### config.mk
export PLATFORM = sky130hd
export DESIGN_NAME = rx_addr_filter
export DESIGN_NICKNAME = d
export VERILOG_FILES = /design/src/rtl/rxf_pkg.sv /design/src/rtl/rxf_mcast_table.sv /design/src/rtl/rxf_classify.sv /design/src/rtl/rx_addr_filter.sv
export SDC_FILE = /design/constraint.sdc
export NUM_CORES = 1
export LEC_CHECK = 0
export BUFFER_PORTS_ARGS = -buffer_cell sky130_fd_sc_hd__buf_2
export CORE_UTILIZATION = 50
export DETAILED_ROUTE_END_ITERATION = 10
export PLACE_DENSITY = 0.8
export RECOVER_POWER = 25
export SETUP_SLACK_MARGIN = 0.15
export SLEW_MARGIN = 10
export SYNTH_ARGS = -nofsm -noshare
export SYNTH_HDL_FRONTEND = slang
export SYNTH_SLANG_ARGS = --single-unit
### constraint.sdc
create_clock -name clk -period 8.54 [get_ports clk]
set_clock_uncertainty 0.05 [all_clocks]
set_input_delay 1.708 -clock clk [delete_from_list [all_inputs] [get_ports clk]]
set_output_delay 1.708 -clock clk [all_outputs]
set_load 0.03 [all_outputs]
### src/rtl/rxf_pkg.sv
package rxf_pkg;

   typedef enum logic [3:0] {
      RSN_PROMISC = 4'd0,
      RSN_BCAST   = 4'd1,
      RSN_MCAST   = 4'd2,
      RSN_UCAST   = 4'd3,
      RSN_SHORT   = 4'd4,
      RSN_BC_OFF  = 4'd5,
      RSN_MC_OFF  = 4'd6,
      RSN_MC_MISS = 4'd7,
      RSN_UC_MISS = 4'd8
   } reason_e;

   localparam logic [31:0] CRC_POLY = 32'hEDB88320;
   localparam logic [31:0] CRC_INIT = 32'hFFFF_FFFF;

   // One reflected CRC-32 step over a byte, LSB first
   function automatic logic [31:0] crc_step(input logic [31:0] c, input logic [7:0] d);
      logic [31:0] r;
      r = c;
      for (int i = 0; i < 8; i++) begin
         if (r[0] ^ d[i]) r = (r >> 1) ^ CRC_POLY;
         else             r = r >> 1;
      end
      return r;
   endfunction

   function automatic logic [31:0] crc_addr(input logic [47:0] a);
      logic [31:0] r;
      r = CRC_INIT;
      for (int k = 0; k < 6; k++) r = crc_step(r, a[8*k +: 8]);
      return r;
   endfunction

endpackage

### src/rtl/rxf_mcast_table.sv
module rxf_mcast_table
   import rxf_pkg::*;
#(
   parameter int LIST_W    = 16,
   parameter int MAX_ADDR  = 64,
   parameter int HASH_BITS = 6,
   parameter int HASH_LSB  = 2
) (
   input  logic                       clk,
   input  logic                       rst_n,
   input  logic                       ml_start,
   input  logic [LIST_W-1:0]          ml_bytes,
   input  logic                       ml_byte_valid,
   input  logic [7:0]                 ml_byte,
   output logic                       ml_done,
   output logic [(1<<HASH_BITS)-1:0]  table_o
);
   localparam int TBL   = 1 << HASH_BITS;
   localparam int CNT_W = $clog2(MAX_ADDR + 1);

   logic [TBL-1:0]    tbl_q;
   logic [CNT_W-1:0]  left_q;
   logic [2:0]        bidx_q;
   logic [31:0]       crc_q;
   logic              busy_q;
   logic              done_q;

   logic [LIST_W-1:0] n_div;
   logic [CNT_W-1:0]  n_cap;
   logic [31:0]       crc_nxt;
   logic [HASH_BITS-1:0] bin;

   always_comb begin
      n_div = ml_bytes / LIST_W'(6);
      if (n_div > LIST_W'(MAX_ADDR)) n_cap = CNT_W'(MAX_ADDR);
      else                           n_cap = n_div[CNT_W-1:0];
      crc_nxt = crc_step(crc_q, ml_byte);
      bin     = crc_nxt[HASH_LSB +: HASH_BITS];
   end

   always_ff @(posedge clk or negedge rst_n) begin
      if (!rst_n) begin
         tbl_q  <= '0;
         left_q <= '0;
         bidx_q <= '0;
         crc_q  <= CRC_INIT;
         busy_q <= 1'b0;
         done_q <= 1'b0;
      end else begin
         done_q <= 1'b0;
         if (ml_start) begin
            tbl_q  <= '0;
            left_q <= n_cap;
            bidx_q <= '0;
            crc_q  <= CRC_INIT;
            busy_q <= (n_cap != '0);
            done_q <= (n_cap == '0);
         end else if (busy_q && ml_byte_valid) begin
            if (bidx_q == 3'd5) begin
               tbl_q[bin] <= 1'b1;
               crc_q      <= CRC_INIT;
               bidx_q     <= '0;
               left_q     <= left_q - 1'b1;
               if (left_q == CNT_W'(1)) begin
                  busy_q <= 1'b0;
                  done_q <= 1'b1;
               end
            end else begin
               crc_q  <= crc_nxt;
               bidx_q <= bidx_q + 1'b1;
            end
         end
      end
   end

   assign table_o = tbl_q;
   assign ml_done = done_q;

endmodule

### src/rtl/rxf_classify.sv
module rxf_classify
   import rxf_pkg::*;
#(
   parameter int LEN_W     = 16,
   parameter int HASH_BITS = 6,
   parameter int HASH_LSB  = 2
) (
   input  logic [47:0]               dst,
   input  logic [LEN_W-1:0]          len,
   input  logic [LEN_W-1:0]          min_len,
   input  logic                      promisc,
   input  logic                      bcast_off,
   input  logic                      mcast_en,
   input  logic [47:0]               station,
   input  logic [(1<<HASH_BITS)-1:0] mc_table,
   output logic                      accept,
   output logic                      group,
   output reason_e                   reason
);
   logic [5:0]           byte_eq;
   logic [31:0]          crc;
   logic [HASH_BITS-1:0] hidx;
   logic                 is_bc;

   for (genvar i = 0; i < 6; i++) begin : g_cmp
      assign byte_eq[i] = (dst[8*i +: 8] == station[8*i +: 8]);
   end

   assign crc   = crc_addr(dst);
   assign hidx  = crc[HASH_LSB +: HASH_BITS];
   assign is_bc = &dst;

   always_comb begin
      accept = 1'b0;
      group  = 1'b0;
      reason = RSN_SHORT;
      if (len < min_len) begin
         reason = RSN_SHORT;
      end else if (promisc) begin
         accept = 1'b1;
         reason = RSN_PROMISC;
      end else if (is_bc) begin
         if (bcast_off) reason = RSN_BC_OFF;
         else begin
            accept = 1'b1;
            group  = 1'b1;
            reason = RSN_BCAST;
         end
      end else if (dst[0]) begin
         if (!mcast_en) reason = RSN_MC_OFF;
         else if (mc_table[hidx]) begin
            accept = 1'b1;
            group  = 1'b1;
            reason = RSN_MCAST;
         end else reason = RSN_MC_MISS;
      end else if (&byte_eq) begin
         accept = 1'b1;
         reason = RSN_UCAST;
      end else begin
         reason = RSN_UC_MISS;
      end
   end

endmodule

### src/rtl/rx_addr_filter.sv
module rx_addr_filter
   import rxf_pkg::*;
#(
   parameter int          LEN_W     = 16,
   parameter int          LIST_W    = 16,
   parameter int          MAX_ADDR  = 64,
   parameter int          HASH_BITS = 6,
   parameter int          HASH_LSB  = 2,
   parameter logic [47:0] STA_RESET = 48'h0
) (
   input  logic              clk,
   input  logic              rst_n,
   input  logic              cfg_promisc,
   input  logic              cfg_bcast_off,
   input  logic              cfg_mcast_en,
   input  logic [LEN_W-1:0]  cfg_min_len,
   input  logic              sta_wr,
   input  logic [47:0]       sta_addr,
   input  logic              ml_start,
   input  logic [LIST_W-1:0] ml_bytes,
   input  logic              ml_byte_valid,
   input  logic [7:0]        ml_byte,
   output logic              ml_done,
   input  logic              chk_valid,
   input  logic [47:0]       chk_dst,
   input  logic [LEN_W-1:0]  chk_len,
   output logic              res_valid,
   output logic              res_accept,
   output logic              res_group,
   output logic [3:0]        res_reason
);
   localparam int TBL = 1 << HASH_BITS;

   if (HASH_LSB + HASH_BITS > 32) begin : g_bad_hash
      $error("hash slice exceeds the 32-bit CRC");
   end
   if (MAX_ADDR < 1 || (MAX_ADDR * 6) >= (1 << LIST_W)) begin : g_bad_list
      $error("MAX_ADDR must be at least 1 and fit a LIST_W byte count");
   end

   logic [47:0]    station_q;
   logic [TBL-1:0] mc_table;
   logic           c_accept, c_group;
   reason_e        c_reason;

   always_ff @(posedge clk or negedge rst_n) begin
      if (!rst_n)      station_q <= STA_RESET;
      else if (sta_wr) station_q <= sta_addr;
   end

   rxf_mcast_table #(
      .LIST_W(LIST_W), .MAX_ADDR(MAX_ADDR),
      .HASH_BITS(HASH_BITS), .HASH_LSB(HASH_LSB)
   ) u_table (
      .clk(clk), .rst_n(rst_n),
      .ml_start(ml_start), .ml_bytes(ml_bytes),
      .ml_byte_valid(ml_byte_valid), .ml_byte(ml_byte),
      .ml_done(ml_done), .table_o(mc_table)
   );

   rxf_classify #(
      .LEN_W(LEN_W), .HASH_BITS(HASH_BITS), .HASH_LSB(HASH_LSB)
   ) u_cls (
      .dst(chk_dst), .len(chk_len), .min_len(cfg_min_len),
      .promisc(cfg_promisc), .bcast_off(cfg_bcast_off), .mcast_en(cfg_mcast_en),
      .station(station_q), .mc_table(mc_table),
      .accept(c_accept), .group(c_group), .reason(c_reason)
   );

   always_ff @(posedge clk or negedge rst_n) begin
      if (!rst_n) begin
         res_valid  <= 1'b0;
         res_accept <= 1'b0;
         res_group  <= 1'b0;
         res_reason <= '0;
      end else begin
         res_valid <= chk_valid;
         if (chk_valid) begin
            res_accept <= c_accept;
            res_group  <= c_group;
            res_reason <= c_reason;
         end
      end
   end

endmodule

==> out/metrics.csv, run 1 <==
stage,metric,value,unit
status,status,finished with violations,
status,failing checks,"max-capacitance violations, max-slew violations",
worst_hold_path,Hold EP,u_table.table_o[17],
final_layout,fin nets,1513,
floorplanning,Die ar.,25500,um2
clock_network,CTS Root Cell,clkbuf_16,
clock_network,clock-pin slew on the worst setup and hold paths,70,ps
drt,Residual DRC,0,
synth,"Seq/Total Area, Yosys",33.1,%
drt,wire length per cell,18.4,um
worst_setup_path,worst path required time,8770,ps
worst_hold_path,WHS Path Cells,2,
timing,final setup violation count,0,
drt,DRT Wirelength,30800,um
worst_setup_path,Worst Path Max Fanout,15,
global_routing,vias in the first global route,9419,
clock_network,clock sinks,163,
job,Max-cap violations,1,
worst_setup_path,"Data arrival, critical path",7350,ps
synth,asr flop ratio synth,100,%
timing,final slew viol count,105,
global_routing,global route overflow,0,
drt,drt initial violations,756,
timing,TNS Setup,0,ps
worst_setup_path,max incr delay on CP,790,ps
timing,Final min period,7120,ps
clock_network,setup bufs post-CTS,0,
floorplanning,site row count,57,
final_layout,P&R area growth vs syn,12.9,%
worst_setup_path,slowest CP cell,xnor3_1,
global_routing,largest net degree at the start of global routing,105,
floorplanning,# IOs,169,
timing,worst slew pin tran,5800,ps
worst_setup_path,number of buffers and inverters on the critical path,1,
clock_network,hold buffer count at cts,0,
synth,post-synth cell types,75,
worst_setup_path,CP Capture Type,flip-flop,
place,Final HPWL DP,22700,um
floorplanning,Core Footprint,24400,um2
worst_hold_path,hold crit path type,flip-flop to flip-flop,
synth,syn_area_per_cell,10.4,um2
synth,Post-synth EDFFs,0,
synth,post-synthesis instance total,1196,
drt,DR vias/cell,5.62,
clock_network,clk buf depth,2,
synth,Synth Register Bits,163,
worst_setup_path,RR Startpoint,u_table.crc_q[3],
clock_network,TritonCTS clock tree,done,
worst_setup_path,R2R setup slack,4890,ps
worst_setup_path,CP startpoint kind,input port,
final_layout,layout cells sized above 1,24.5,%
timing,fin crit share,83.4,%
worst_setup_path,crit-path leading delay family,XOR/XNOR gates,
worst_setup_path,RR Endpoint,u_table.table_o[28],
timing,Slew HR,-287,%
worst_setup_path,worst path cell trace,buf_2 > ha_1 > xor3_1 > xnor2_2 > xnor3_1 > xor3_1 > xnor3_2 > xnor3_1 > mux2i_1 > mux2i_1 > mux2i_1 > mux2i_1 > a311oi_1 > o21ai_1 > a22oi_2 > nor2b_1 > o211ai_2 > o221ai_1,
place,input/output buffers,167,
drt,Vias,9412,
synth,post-synth top area cell,dfrtp_1,
clock_network,TritonCTS Buffers,17,
synth,Yosys top cell area share,26.3,%
timing,Final Hold Vio Count,0,
clock_network,Clock Latency Late Sink,430,ps
synth,main flop type after synthesis,dfrtp_1,
drt,router iterations before antenna repair,5,
worst_hold_path,hold path start,u_table.table_o[17],
floorplanning,height of the die,160,um
worst_setup_path,cell repeated most along the worst path,mux2i_1,
synth,Yosys warnings,0,
floorplanning,Die Wd,160,um
worst_setup_path,Crit Path Category,input port to flip-flop,
worst_setup_path,worst reg-to-reg path cell count,7,
drt,antenna-violating nets left,0,
synth,Synth Net Count,1377,
floorplanning,initial core utilization,51.0,%
clock_network,Max H-tree Level,4,
place,Final Wtd Congestion,0.959,
timing,Fmax,0.140,GHz
global_routing,gr usage total,24.9,%
timing,RSZ-0062 raised after global routing,no,
clock_network,number of gates resized after cts,0,
synth,cell area after synthesis,12400,um2
synth,Area contributors post-synth,"dfrtp_1, xnor2_1, xor2_1",
global_routing,global-route wire length before repair,49900,um
global_routing,initial antenna violation count,5,
[kinds of logic (layout without fill, tap and decap cells)]
kind of cell               after synthesis  in the layout  synth area share (%)
other                                    0              5                     0
and+or+nand+nor                        281            281                  10.3
DFF                                    163            163                  33.1
buffers and inverters                   90            239                  3.27
muxes                                   97             97                  9.15
xor gates and xnor gates               338            338                  32.0
AOI/OAI and AO/OA                      207            207                  10.2
adders and majority gates               20             20                  2.01
[area by class of cell]
class                           count  area (um2)
Antenna cell                        5        12.5
Clock buffer                       18         439
Clock inverter                     14         144
Fill cell                        2053       10300
Inverter                           33         124
Multi-Input combinational cell    943        7920
Sequential cell                   163        4120
Tap cell                          324         405
Timing Repair Buffer              174         886
[cells in the final DEF, fill, tap and decap left out, types with 7 or more instances in the layout]
cell type  count
nand3_1       18
ha_1          20
dfstp_2       32
buf_2        165
a31oi_1        7
nand4_1       15
nor4_1        16
nor3_1        14
o21ai_0       10
mux2i_1       35
xor2_1       110
xnor2_2       16
nor2_1       151
inv_1         32
mux4_2         8
xnor3_1       42
xnor2_1      149
mux2_2        54
nand2b_1       9
a21oi_1      116
a21o_1        13
xor3_1        11
buf_4          7
dfrtp_1      131
nand2_1       30
clkbuf_16     17
nor2b_1        7
[cells in the mapped netlist, types with 8 or more instances]
cell      instances
nand4_1          15
a21o_1           13
nand2_1          30
xor2_1          110
a21oi_1         116
inv_1            32
buf_4            11
nor2_1          152
dfstp_2          32
clkbuf_1         38
ha_1             20
nand3_1          18
nand2b_1          9
mux2_2           54
xnor3_1          42
o21ai_0          10
dfrtp_1         131
nor4_1           16
nor3_1           14
xnor2_2          16
xnor2_1         149
mux2i_1          35
xor3_1           11
mux4_2            8
[stage by stage]
stage	setup slack (ps)	area (um2)	std cells	hold WS [ps]	util, %
floorplan	2310	12400	1196	407	-
global placement	1100	13500	1637	423	55.2
detailed placement	980	13500	1637	430	55.2
CTS	1440	14000	1669	452	57.6
global route	745	14100	1674	473	57.6
finish	1420	14100	1674	448	57.6
[flip-flops by register name, summed over array words and instances (netlist names)]
signal,flops
u_table.crc_q,32
u_table.busy_q,1
u_table.left_q,7
u_table.ml_done,1
res_valid,1
res_reason,4
u_table.table_o,64
res_group,1
res_accept,1
station_q,48
u_table.bidx_q,3
[layer usage]
layer	wire length, um	global-route usage (%)
met5	0	0
met4	977	10.4
met3	2040	4.49
met2	14600	40.0
met1	13200	33.1
[worst max-delay path by stage]
stage	startpoint	endpoint	slack, ps	cells past startpoint
finish	chk_dst[0]	res_accept	1420	18
global route	rst_n	station_q[11]	740	1
CTS	chk_dst[0]	res_accept	1440	17
detailed placement	chk_dst[0]	res_accept	980	17
global placement	chk_dst[0]	res_accept	1100	17
floorplan	chk_dst[0]	res_accept	2310	19
[tightest hold or removal path, cell delays in order (launching register included)]
cell     delay, ps
dfrtp_1        350
a21oi_1         40
nor2_1          70
Power of run 1 is left out: the tool's default activity adds up to more than one toggle a clock period on the data nets, which glitch-free logic cannot reach.
==> run 2, diff against run 1 <==
--- a/config.mk
+++ b/config.mk
@@ -5,10 +5,11 @@
 export SDC_FILE = /design/constraint.sdc
 export NUM_CORES = 1
 export LEC_CHECK = 0
+export ABC_AREA = 1
 export BUFFER_PORTS_ARGS = -buffer_cell sky130_fd_sc_hd__buf_2
 export CORE_UTILIZATION = 50
 export DETAILED_ROUTE_END_ITERATION = 10
-export PLACE_DENSITY = 0.8
+export PLACE_DENSITY = 0.81
 export RECOVER_POWER = 25
 export SETUP_SLACK_MARGIN = 0.15
 export SLEW_MARGIN = 10
==> constraint.sdc (replaced) <==
create_clock -name clk -period 5.99 [get_ports clk]
set_clock_uncertainty 0.05 [all_clocks]
set_input_delay 1.198 -clock clk [delete_from_list [all_inputs] [get_ports clk]]
set_output_delay 1.198 -clock clk [all_outputs]
set_load 0.03 [all_outputs]
==> run 2 against run 1 <==
  * The flow still finishes with violations (max-capacitance violations, max-slew violations)
  * Core utilization rose by 0.79 points
  * Register-to-register slack got worse by 2800 ps
  * Clock-buffer cell count rose by 1
  * Wire length rose by 57%
  * Highest routed layer is now met5
==> out/metrics.csv, run 2 <==
stage,metric,value,unit,change
status,status,finished with violations,,
status,failing checks,"max-capacitance violations, max-slew violations",,
drt,router iterations before antenna repair,6,,+1
synth,"Seq/Total Area, Yosys",26.7,%,-6.4 points
clock_network,TritonCTS clock tree,done,,
worst_setup_path,worst reg-to-reg path cell count,13,,+6
drt,antenna-violating nets left,0,,unchanged
synth,"count leader, synth",nand2_1,,
final_layout,fin nets,2667,,+76%
job,Max-cap violations,1,,unchanged
clock_network,Max H-tree Level,4,,unchanged
global_routing,vias in the first global route,14700,,+56%
synth,syn_area_per_cell,6.71,um2,-36%
worst_setup_path,RR Endpoint,u_table.table_o[12],,
worst_setup_path,Crit Path Category,input port to flip-flop,,
synth,cell area after synthesis,15400,um2,+24%
place,input/output buffers,167,,unchanged
final_layout,max reg flops,64,,unchanged
worst_setup_path,slowest CP cell,ha_2,,
timing,Final min period,5570,ps,
final_layout,layout cells sized above 1,20.8,%,-3.7 points
place,Final HPWL DP,37500,um,+65%
timing,fin crit share,93.0,%,
timing,RSZ-0062 raised after global routing,no,,
synth,Yosys top cell area share,21.2,%,-5.1 points
drt,wire length per cell,16.8,um,-8.8%
worst_setup_path,max incr delay on CP,370,ps,-420 ps
floorplanning,Die Wd,178,um,+11%
drt,Residual DRC,0,,unchanged
synth,main flop type after synthesis,dfrtp_1,,
floorplanning,Core Footprint,30000,um2,+23%
drt,drt initial violations,1515,,+100%
clock_network,clk buf depth,2,,unchanged
synth,post-synthesis instance total,2301,,+92%
place,Final Wtd Congestion,0.985,,+2.7%
synth,Area contributors post-synth,"dfrtp_1, nand2_1, nand3_1",,
clock_network,clock sinks,163,,unchanged
global_routing,global-route wire length before repair,75500,um,+51%
worst_setup_path,CP startpoint kind,input port,,
synth,post-synth top area cell,dfrtp_1,,
timing,final slew viol count,44,,-58%
worst_hold_path,WHS Path Cells,2,,unchanged
timing,Slew HR,-51.8,%,+230 points
worst_setup_path,"Data arrival, critical path",5840,ps,-1510 ps
timing,final setup violation count,0,,unchanged
synth,post-synth cell types,57,,-24%
clock_network,clock-pin slew on the worst setup and hold paths,60,ps,about the same
drt,Vias,16200,,+72%
drt,DR vias/cell,5.59,,-0.56%
floorplanning,# IOs,169,,unchanged
global_routing,global route overflow,0,,unchanged
synth,Synth Net Count,2482,,+80%
timing,Final Hold Vio Count,0,,unchanged
worst_setup_path,CP Capture Type,flip-flop,,
timing,Fmax,0.180,GHz,
floorplanning,initial core utilization,51.4,%,+0.39 points
worst_hold_path,Hold EP,res_reason[0],,
final_layout,P&R area growth vs syn,13.6,%,
synth,synth cell count leaders,"nand2_1, nand3_1, inv_1, dfrtp_1, nor2_1",,
worst_setup_path,R2R setup slack,2060,ps,-2830 ps
synth,Post-synth EDFFs,0,,unchanged
global_routing,initial antenna violation count,2,,-3
worst_hold_path,hold path start,res_reason[0],,
timing,worst slew pin tran,2280,ps,-3520 ps
floorplanning,height of the die,178,um,+11%
floorplanning,Die ar.,31600,um2,+24%
clock_network,hold buffer count at cts,0,,unchanged
synth,Yosys warnings,0,,unchanged
worst_setup_path,cell repeated most along the worst path,nand2_1,,
global_routing,gr usage total,30.6,%,+5.7 points
clock_network,TritonCTS Buffers,17,,unchanged
synth,asr flop ratio synth,100,%,unchanged
drt,DRT Wirelength,48500,um,+57%
global_routing,largest net degree at the start of global routing,75,,-29%
worst_hold_path,hold crit path type,flip-flop to flip-flop,,
timing,TNS Setup,0,ps,unchanged
clock_network,CTS Root Cell,clkbuf_16,,
final_layout,"commonest non-fill, non-tap cell in the layout",nand2_1,,
clock_network,Clock Latency Late Sink,440,ps,about the same
floorplanning,site row count,63,,+11%
final_layout,number of fill cells,2701,,+32%
worst_setup_path,Worst Path Max Fanout,16,,+1
worst_setup_path,RR Startpoint,u_table.crc_q[0],,
worst_setup_path,worst path required time,6260,ps,-2510 ps
synth,Synth Register Bits,163,,unchanged
final_layout,most frequent cells in the layout,"nand2_1, nand3_1, inv_1",,
final_layout,# diodes,0,,-5
[run 2: cell types whose count changed in the layout (fill, tap and decap cells not counted), moves of 35 or more]
cell	change
inv_1	+208
mux2i_1	-35
nand2_2	+90
nand2_1	+682
nand3_1	+287
xnor3_1	-41
xnor2_1	-69
[run 2: cell type report]
type                    count  area [um2]  area share [%]
multi-input cells        1821       10100            57.7
clock buffers              19         443            2.52
well taps                 390         488            2.78
repair buffers            211        1180            6.73
flip-flops and latches    163        4120            23.5
inverters                 272        1050            5.98
clock inverters            13         150           0.856
[run 2: metal layers]
layer / vias to the layer above / part of all wire, % / GRT usage, %
met5: - / 0.037 / 0
met1: 7413 / 41 / 39.9
met2: 810 / 45 / 50.0
met3: 134 / 10 / 7.05
met4: 4 / 3.5 / 9.54
li1: 7791 / - / -
[run 2: cells by family (layout without fill, tap and decap cells)]
group	after synthesis	in the layout	synth area share [%]
compound gates	184	184	6.72
flops	163	163	26.7
buf+inv	319	515	8.59
mux	38	38	2.77
simple gates	1379	1381	41.7
xor+xnor	198	198	12.0
fa+ha+maj	20	20	1.62
[run 2: worst max path at each step]
stage / cells after the start / to / from
6_report: 38 / res_accept / chk_dst[1]
5_1_grt: 47 / res_accept / chk_dst[0]
4_1_cts: 40 / res_accept / chk_dst[0]
3_5_place_dp: 40 / res_accept / chk_dst[0]
3_3_place_gp: 38 / res_accept / chk_dst[0]
2_1_floorplan: 42 / res_accept / chk_dst[0]
[run 2: critical path: cells and delay by family]
kind / cells / cell delay (ps)
xor gates and xnor gates: 1 / 260
adders and majority gates: 1 / 370
buffers and inverters: 3 / 310
and+or+nand+nor: 33 / 3670
[run 2: timing repair]
item / CTS / global route
setup buffers: 0 / 12
resized for setup: 0 / 25
endpoints found under the setup margin: 0 / 4
[run 2: per-stage QoR]
step | area (um2) | std cells | setup slack (ps) | utilization [%] | hold WS [ps]
floorplan | 15400 | 2301 | 943 | - | 405
global placement | 16700 | 2843 | 117 | 55.7 | 413
detailed placement | 16700 | 2843 | 12.4 | 55.7 | 424
CTS | 17300 | 2875 | 441 | 57.7 | 436
global route | 17500 | 2889 | 152 | 58.4 | 456
finish | 17500 | 2889 | 421 | 58.4 | 430
Power of run 2 is left out for the same reason.
==> run 3, diff against run 2 <==
--- a/config.mk
+++ b/config.mk
@@ -7,6 +7,7 @@
 export LEC_CHECK = 0
 export ABC_AREA = 1
 export BUFFER_PORTS_ARGS = -buffer_cell sky130_fd_sc_hd__buf_2
+export CORE_ASPECT_RATIO = 1.75
 export CORE_UTILIZATION = 50
 export DETAILED_ROUTE_END_ITERATION = 10
 export PLACE_DENSITY = 0.81
==> run 3 against run 2 <==
  * The run still ends with max-capacitance violations, max-slew violations left
  * Non-clock buffer count grew 96
  * Wire length grew 16%
  * Register-to-register slack lost 280 ps
  * Final area grew 5.7%
  * Worst hold slack lost 1.9 ps
  * Setup slack gained 53 ps
  * Via count grew 3.0%
  * Core utilization grew 3.1 points
  * Flip-flop and latch count is the same
  * Critical path type unchanged
==> out/metrics.csv, run 3 (synthesized netlist as in run 2, its figures left out) <==
stage,metric,value,unit,change
floorplanning,Die ar.,31600,um2,about the same
place,Final Wtd Congestion,1.02,,+3.8%
drt,Vias,16600,,+3.0%
timing,worst slew pin tran,4200,ps,+1930 ps
final_layout,number of fill cells,2737,,+1.3%
place,input/output buffers,167,,unchanged
worst_setup_path,"Data arrival, critical path",5810,ps,-30 ps
timing,Slew HR,-180,%,-130 points
status,status,finished with violations,,
timing,final slew viol count,91,,+110%
clock_network,Clock Latency Late Sink,460,ps,+20 ps
status,failing checks,"max-capacitance violations, max-slew violations",,
clock_network,TritonCTS clock tree,done,,
floorplanning,# IOs,169,,unchanged
place,Final HPWL DP,45300,um,+21%
drt,drt initial violations,1125,,-26%
global_routing,global-route wire length before repair,85500,um,+13%
worst_setup_path,Crit Path Category,input port to flip-flop,,
worst_setup_path,slowest CP cell,ha_1,,
worst_setup_path,CP Capture Type,flip-flop,,
clock_network,Max H-tree Level,4,,unchanged
final_layout,most frequent cells in the layout,"nand2_1, nand3_1, inv_1",,
floorplanning,Die Wd,135,um,-24%
worst_setup_path,Worst Path Max Fanout,16,,unchanged
timing,RSZ-0062 raised after global routing,no,,
floorplanning,initial core utilization,51.2,%,-0.22 points
floorplanning,height of the die,234,um,+32%
drt,DRT Wirelength,56100,um,+16%
global_routing,initial antenna violation count,3,,+1
worst_setup_path,worst path required time,6290,ps,+30 ps
global_routing,largest net degree at the start of global routing,91,,+21%
worst_setup_path,cell repeated most along the worst path,nand2_1,,
timing,Final Hold Vio Count,0,,unchanged
floorplanning,site row count,84,,+33%
timing,fin crit share,92.1,%,-0.89 points
place,Setup Slack @ Placement,-158,ps,-170 ps
final_layout,fin nets,2762,,+3.6%
clock_network,clock sinks,163,,unchanged
final_layout,max reg flops,64,,unchanged
clock_network,TritonCTS Buffers,17,,unchanged
clock_network,hold buffer count at cts,0,,unchanged
drt,antenna-violating nets left,0,,unchanged
final_layout,P&R area growth vs syn,20.1,%,
timing,TNS Setup,0,ps,unchanged
final_layout,Final Util,61.5,%,+3.1 points
drt,DR vias/cell,5.58,,-0.21%
global_routing,global route overflow,0,,unchanged
drt,Residual DRC,0,,unchanged
clock_network,clock-pin slew on the worst setup and hold paths,70,ps,about the same
worst_setup_path,max incr delay on CP,390,ps,+20 ps
drt,router iterations before antenna repair,6,,unchanged
final_layout,layout cells sized above 1,24.6,%,+3.7 points
final_layout,"commonest non-fill, non-tap cell in the layout",nand2_1,,
job,Max-cap violations,1,,unchanged
timing,Final min period,5520,ps,-53.1 ps
timing,final setup violation count,0,,unchanged
worst_setup_path,CP startpoint kind,input port,,
global_routing,vias in the first global route,16500,,+12%
timing,Fmax,0.181,GHz,+0.96%
floorplanning,Core Footprint,30200,um2,+0.44%
global_routing,gr usage total,36.2,%,+5.6 points
drt,wire length per cell,18.8,um,+12%
worst_hold_path,hold crit path type,flip-flop to flip-flop,,
clock_network,CTS Root Cell,clkbuf_16,,
clock_network,clk buf depth,2,,unchanged
timing,final worst slack,474,ps,+53.1 ps
[run 3: repair_timing]
item | CTS | global route
endpoints found under the setup margin | 0 | 4
resized for setup | 0 | 49
buffers inserted | 0 | 5
[run 3: cell type report]
| cell class | instances | area (um2) | area share, % |
|---|---|---|---|
| Inverter | 272 | 1040 | 5.63 |
| Antenna cell | 2 | 5.00 | 0.0270 |
| Multi-Input combinational cell | 1820 | 10200 | 55.2 |
| Timing Repair Buffer | 307 | 2030 | 11.0 |
| Sequential cell | 163 | 4120 | 22.2 |
| Tap cell | 387 | 484 | 2.61 |
| Clock inverter | 12 | 135 | 0.729 |
| Clock buffer | 20 | 489 | 2.64 |
[run 3: path summary, 6_finish.rpt]
| check | startpoint | end | slack (ps) | cells past startpoint |
|---|---|---|---|---|
| worst min register to register | res_accept | res_accept | 430 | 2 |
| worst max-delay path | chk_dst[4] | res_accept | 470 | 39 |
| worst min-delay path | res_accept | res_accept | 430 | 2 |
| worst max register to register | u_table.crc_q[1] | u_table.table_o[54] | 1780 | 9 |
| min in group asynchronous | rst_n | u_table.table_o[59] | 2400 | 1 |
| max in group asynchronous | rst_n | u_table.table_o[1] | 1090 | 1 |
[run 3: per-layer routing]
| layer | global-route usage (%) | part of all wire, % |
|---|---|---|
| met5 | 0 | 0.023 |
| met4 | 38.8 | 13 |
| met3 | 8.18 | 6.0 |
| met1 | 30.1 | 30 |
| met2 | 67.0 | 52 |
[run 3: per-stage QoR]
stage	cell area, um2	instances	hold WS (ps)
2_1_floorplan	15400	2301	405
3_3_place_gp	17600	2942	412
3_5_place_dp	17600	2942	410
4_1_cts	18200	2974	428
5_1_grt	18500	2983	452
6_report	18500	2983	428
[run 3: worst max-delay path: cells and delay by family]
family / cells / cell delay (ps)
and+or+nand+nor: 34 / 3640
buffers and inverters: 3 / 350
adders and majority gates: 1 / 390
xor gates and xnor gates: 1 / 220
Power of run 3 is left out for the same reason.
